--- config.mk ---
export PLATFORM = sky130hd
export DESIGN_NAME = dlat_fabric
export DESIGN_NICKNAME = d
export VERILOG_FILES = /design/src/rtl/dlat_pkg.sv /design/src/rtl/dlat_in_reg.sv /design/src/rtl/dlat_row.sv /design/src/rtl/dlat_detect.sv /design/src/rtl/dlat_fabric.sv
export SDC_FILE = /design/constraint.sdc
export NUM_CORES = 1
export LEC_CHECK = 0
export BUFFER_PORTS_ARGS = -buffer_cell sky130_fd_sc_hd__buf_4
export CAP_MARGIN = 20
export CORE_MARGIN = 2
export CORE_UTILIZATION = 40
export CTS_CLUSTER_SIZE = 40
export DETAILED_ROUTE_END_ITERATION = 12
export PLACE_DENSITY = 0.58
export RECOVER_POWER = 100
export SKIP_LAST_GASP = 1
export SLEW_MARGIN = 5
export SYNTH_ARGS = -nofsm -noshare
export SYNTH_HDL_FRONTEND = slang
export SYNTH_HIERARCHICAL = 1
export SYNTH_SLANG_ARGS = --single-unit
export TNS_END_PERCENT = 20
--- constraint.sdc ---
create_clock -name clk -period 9.1 [get_ports clk]
set_clock_uncertainty 0.1 [all_clocks]
set_input_delay 1.365 -clock clk [delete_from_list [all_inputs] [get_ports clk]]
set_output_delay 1.365 -clock clk [all_outputs]
set_load 0.05 [all_outputs]
--- src/rtl/dlat_pkg.sv ---
package dlat_pkg;

  typedef enum logic [1:0] {
    EC_OPEN   = 2'b00,
    EC_ACTIVE = 2'b01,
    EC_SHORT  = 2'b10,
    EC_OPEN2  = 2'b11
  } edge_code_e;

  typedef logic [1:0] pcnt_t;

  localparam pcnt_t PCNT_SAT = 2'd2;

  function automatic pcnt_t sat_add(pcnt_t a, pcnt_t b);
    logic [2:0] s;
    s = {1'b0, a} + {1'b0, b};
    if (s >= 3'd2) return PCNT_SAT;
    return s[1:0];
  endfunction

  // literal seen by an edge on the given side (0 left, 1 right)
  function automatic logic edge_literal(logic var_v, logic mirror, logic side);
    if (side == mirror) return var_v;
    return ~var_v;
  endfunction

  function automatic logic edge_on(logic [1:0] code, logic lit);
    case (edge_code_e'(code))
      EC_ACTIVE: return lit;
      EC_SHORT:  return 1'b1;
      default:   return 1'b0;
    endcase
  endfunction

endpackage

--- src/rtl/dlat_in_reg.sv ---
module dlat_in_reg #(
  parameter int ROWS = 4,
  parameter int CFGW = 64
) (
  input  logic            clk,
  input  logic            rst,
  input  logic [ROWS-1:0] x_in,
  input  logic [CFGW-1:0] cfg_in,
  output logic [ROWS-1:0] x_q,
  output logic [CFGW-1:0] cfg_q
);

  always_ff @(posedge clk or posedge rst) begin
    if (rst) begin
      x_q   <= '0;
      cfg_q <= '0;
    end else begin
      x_q   <= x_in;
      cfg_q <= cfg_in;
    end
  end

endmodule

--- src/rtl/dlat_row.sv ---
module dlat_row
  import dlat_pkg::*;
#(
  parameter int   W      = 4,
  parameter logic MIRROR = 1'b0
) (
  input  logic                clk,
  input  logic                rst,
  input  logic                var_v,
  input  logic [W*4-1:0]      cfg_row,
  input  logic [W-1:0][1:0]   cnt_in,
  output logic [W-1:0][1:0]   cnt_out
);

  logic lit_left, lit_right;
  assign lit_left  = edge_literal(var_v, MIRROR, 1'b0);
  assign lit_right = edge_literal(var_v, MIRROR, 1'b1);

  logic [W-1:0] row_all_open;

  for (genvar c = 0; c < W; c++) begin : g_child
    pcnt_t from_l, from_r;
    assign from_l = edge_on(cfg_row[c*4 +: 2], lit_left) ? cnt_in[c] : '0;
    if (c > 0) begin : g_has_right
      assign from_r = edge_on(cfg_row[(c-1)*4+2 +: 2], lit_right) ? cnt_in[c-1] : '0;
    end else begin : g_no_right
      assign from_r = '0;
    end
    assign cnt_out[c] = sat_add(from_l, from_r);
    assign row_all_open[c] = (cfg_row[c*4 +: 2] inside {EC_OPEN, EC_OPEN2}) &&
                             (cfg_row[c*4+2 +: 2] inside {EC_OPEN, EC_OPEN2});
  end

  // nothing arrives below a row that received nothing
  p_reach_needs_parent_r7: assert property (@(posedge clk) disable iff (rst)
    (cnt_out != '0) |-> (cnt_in != '0));

  // a row of open edges passes no path
  p_open_row_blocks_r2: assert property (@(posedge clk) disable iff (rst)
    (&row_all_open) |-> (cnt_out == '0));

endmodule

--- src/rtl/dlat_detect.sv ---
module dlat_detect
  import dlat_pkg::*;
#(
  parameter int W = 4
) (
  input  logic              clk,
  input  logic              rst,
  input  logic [W-1:0][1:0] det_cnt,
  output logic              func_o,
  output logic              multi_o
);

  pcnt_t total;
  logic [W-1:0] det_hit;

  always_comb begin
    total = '0;
    for (int c = 0; c < W; c++) total = sat_add(total, det_cnt[c]);
  end

  for (genvar c = 0; c < W; c++) begin : g_hit
    assign det_hit[c] = (det_cnt[c] != '0);
  end

  assign func_o  = (total != '0);
  assign multi_o = (total == PCNT_SAT);

  // a single-path result reaches one detector with a count of one
  p_single_detector_r8: assert property (@(posedge clk) disable iff (rst)
    (func_o && !multi_o) |-> $onehot0(det_hit));

endmodule

--- src/rtl/dlat_fabric.sv ---
module dlat_fabric
  import dlat_pkg::*;
#(
  parameter int              ROWS   = 4,
  parameter int              W      = 4,
  parameter int              ENTRY  = 0,
  parameter logic [ROWS-1:0] ORIENT = 4'b0010
) (
  input  logic                clk,
  input  logic                rst,
  input  logic [ROWS-1:0]     x_in,
  input  logic [ROWS*W*4-1:0] cfg_in,
  output logic                func_o,
  output logic                multi_o
);

  localparam int ROWW = W * 4;
  localparam int CFGW = ROWS * ROWW;

  logic [ROWS-1:0] x_q;
  logic [CFGW-1:0] cfg_q;

  dlat_in_reg #(.ROWS(ROWS), .CFGW(CFGW)) u_inreg (
    .clk(clk), .rst(rst), .x_in(x_in), .cfg_in(cfg_in),
    .x_q(x_q), .cfg_q(cfg_q)
  );

  logic [ROWS:0][W-1:0][1:0] stage;

  always_comb begin
    stage[0] = '0;
    stage[0][ENTRY] = 2'd1;
  end

  for (genvar r = 0; r < ROWS; r++) begin : g_row
    dlat_row #(.W(W), .MIRROR(ORIENT[r])) u_row (
      .clk(clk), .rst(rst),
      .var_v(x_q[r]),
      .cfg_row(cfg_q[r*ROWW +: ROWW]),
      .cnt_in(stage[r]),
      .cnt_out(stage[r+1])
    );
  end

  dlat_detect #(.W(W)) u_det (
    .clk(clk), .rst(rst), .det_cnt(stage[ROWS]),
    .func_o(func_o), .multi_o(multi_o)
  );

  // flags clear in the first cycle out of reset
  p_reset_clear_r1: assert property (@(posedge clk) disable iff (rst)
    $past(rst) |-> (!func_o && !multi_o));

  // several paths always imply at least one path
  p_multi_implies_func_r8: assert property (@(posedge clk) disable iff (rst)
    multi_o |-> func_o);

  // unchanged sampled inputs leave the flags unchanged
  p_hold_r9: assert property (@(posedge clk) disable iff (rst)
    (!$past(rst) && $stable(x_in) && $stable(cfg_in)) |=> ($stable(func_o) && $stable(multi_o)));

endmodule

==> impl_metrics.tcl <==
set metrics [dict create \
    end_kind "output port" \
    violations "max-capacitance violations, max-slew violations" \
    grt_max_degree 61 \
    grt_pass1_vias 2711 \
    clock.fmax_ghz 0.115 \
    nNetsFinal 594 \
    hp-class "in -> reg" \
    grt_overflow 0 \
    cts_sinks 60 \
    path_clk_slew_ns 0.07 \
    firstDrtPassIters 4 \
    p_per_area_nw_per_um2 127 \
    place.gp.congestion 0.712 \
    tritoncts "built" \
    die-area_um2 10500 \
    max-cap-violations 1 \
    post_drt_wl_per_cell_um 11.3 \
    antenna_left 0 \
    grt.total_usage 0.146 \
    status "finished, violations left" \
    post-route-min-period_ns 8.73 \
    p_total_mw 0.608 \
    cts_inserted_buffers 9 \
    drive_gt1_frac 0.217 \
    viasPerCell 4.49 \
    h-tree-depth 3 \
    portBuffers 63 \
    fillCellCount 851 \
    critPathLaunchType "flop" \
    worstPathArrival_ns 7.27 \
    die_w_um 102 \
    tightest_slew_ns 3.21 \
    area_delta_synth_final_pct 23.7 \
    hold_viol 0 \
    wl_mm 6.45 \
    yosysWarnings 6 \
    vias 2569 \
    drv_slew 61 \
    cp_max_fo 2 \
    avgSynthCellArea_um2 11.1 \
    wl_met2_mm 3.39 \
    fin_area_um2 4790 \
    cpMostUsedCell "ha_1" \
    finalCritPeriodShare 0.959 \
    finalSetupViolations 0 \
    netlist_instances 350 \
    drtIter0Drc 51 \
    rows 35 \
    slew_headroom -1.14 \
    diodes 0 \
    clock_path_buffers 2 \
    timing.hold.ws_ns 1.05 \
    coreArea_um2 9330 \
    hpwl_mm 5.17 \
    clockRootBuffer "clkbuf_8" \
    place_area_um2 4560 \
    highest_layer "met4" \
    rsz0062_at_grt "yes" \
    ir_drop_uv 66.7 \
    drc 0 \
    p_leak_nw 2.71 \
    crit_type "reg -> out" \
    antenna_found_initial 0 \
    critPathMaxStageDelay_ns 0.56 \
    start_util 0.415 \
    grt_pass1_wl_mm 11.6 \
    syn_area_um2 3870 \
    top_level_ports 72 \
    regArea_um2 1500 \
    multiInputGateArea_um2 2130 \
    die_h_um 102 \
    crit_path_top_delay_cell "fa_1" \
    wl_met1_mm 2.63 \
    required_ns 7.64 \
    met3_wirelength_um 288 \
]
[layer usage]
| layer | vias to the layer above | global-route usage |
|---|---|---|
| met5 | - | 0 |
| met4 | 0 | 0.0544 |
| met3 | 13 | 0.0445 |
| met2 | 39 | 0.258 |
| met1 | 1226 | 0.166 |
| li1 | 1291 | - |
[final timing paths]
path / from / endpoint / slack (ns) / depth (start not counted)
max in group asynchronous: rst / u_inreg/x_q[0] / 4.68 / 3
worst max-delay path: u_inreg/cfg_q[2] / func_o / 0.37 / 30
min in group asynchronous: rst / u_inreg/cfg_q[26] / 2.17 / 3
worst min-delay path: cfg_in[27] / u_inreg/cfg_q[27] / 1.05 / 1
[cell type report]
cell class	instances	area share
tap	129	0.0337
clock buffer	12	0.0324
sequential	60	0.314
inverter	85	0.0666
clock inverter	4	0.00992
multi-input combinational	217	0.445
timing repair buffer	65	0.0987
[critical path: cells and delay by family (launching register included)]
family | cells | cell delay [ns]
and+or+nand+nor | 9 | 1.70
AOI/OAI and AO/OA | 2 | 0.31
buffers and inverters | 6 | 0.44
DFF | 1 | 0.35
adders and majority gates | 13 | 4.13
[through the flow]
| stage | worst slack (ns) | setup TNS [ns] | utilization | std cells |
|---|---|---|---|---|
| global route | -0.0872 | -0.150 | 0.514 | 572 |
| detailed placement | 0.541 | 0 | 0.489 | 555 |
| CTS | 0.115 | 0 | 0.511 | 571 |
| floorplan | 0.920 | 0 | - | 363 |
| global placement | 0.603 | 0 | 0.489 | 555 |
| finish | 0.369 | 0 | 0.514 | 572 |
[flip-flops by register name, summed over array words and instances (netlist names)]
signal	flops
u_inreg/x_q	4
u_inreg/cfg_q	56
[layout by cell type, fill, tap and decap left out, types with 2 or more instances in the layout]
| cell type | n |
|---|---|
| conb_1 | 15 |
| nand3b_1 | 4 |
| o211ai_1 | 12 |
| nor3b_1 | 10 |
| nor2b_1 | 4 |
| a21oi_1 | 13 |
| or3b_1 | 8 |
| and3_1 | 11 |
| inv_1 | 85 |
| a21o_1 | 3 |
| clkinv_2 | 2 |
| ha_1 | 71 |
| clkbuf_4 | 58 |
| nor3b_2 | 5 |
| and2b_2 | 9 |
| nand2_1 | 13 |
| clkbuf_8 | 11 |
| dfrtp_1 | 59 |
| nor4b_1 | 2 |
| fa_1 | 15 |
| and3b_1 | 2 |
| buf_4 | 3 |
| o211a_1 | 12 |
| clkbuf_1 | 5 |
[power breakdown]
group          internal, mW  total [mW]  switching (mW)
Combinational        0.0380      0.0751          0.0372
Clock                 0.141       0.243           0.103
Sequential            0.280       0.290         0.00924
Total                 0.459       0.608           0.149
[timing repair]
action,CTS,global route
hold buffers,0,0
setup buffers,0,1
endpoints found under the hold margin,0,0
resized for setup,0,8
setup endpoints to repair,0,2
No activity file was read; power rests on OpenSTA's default activity.
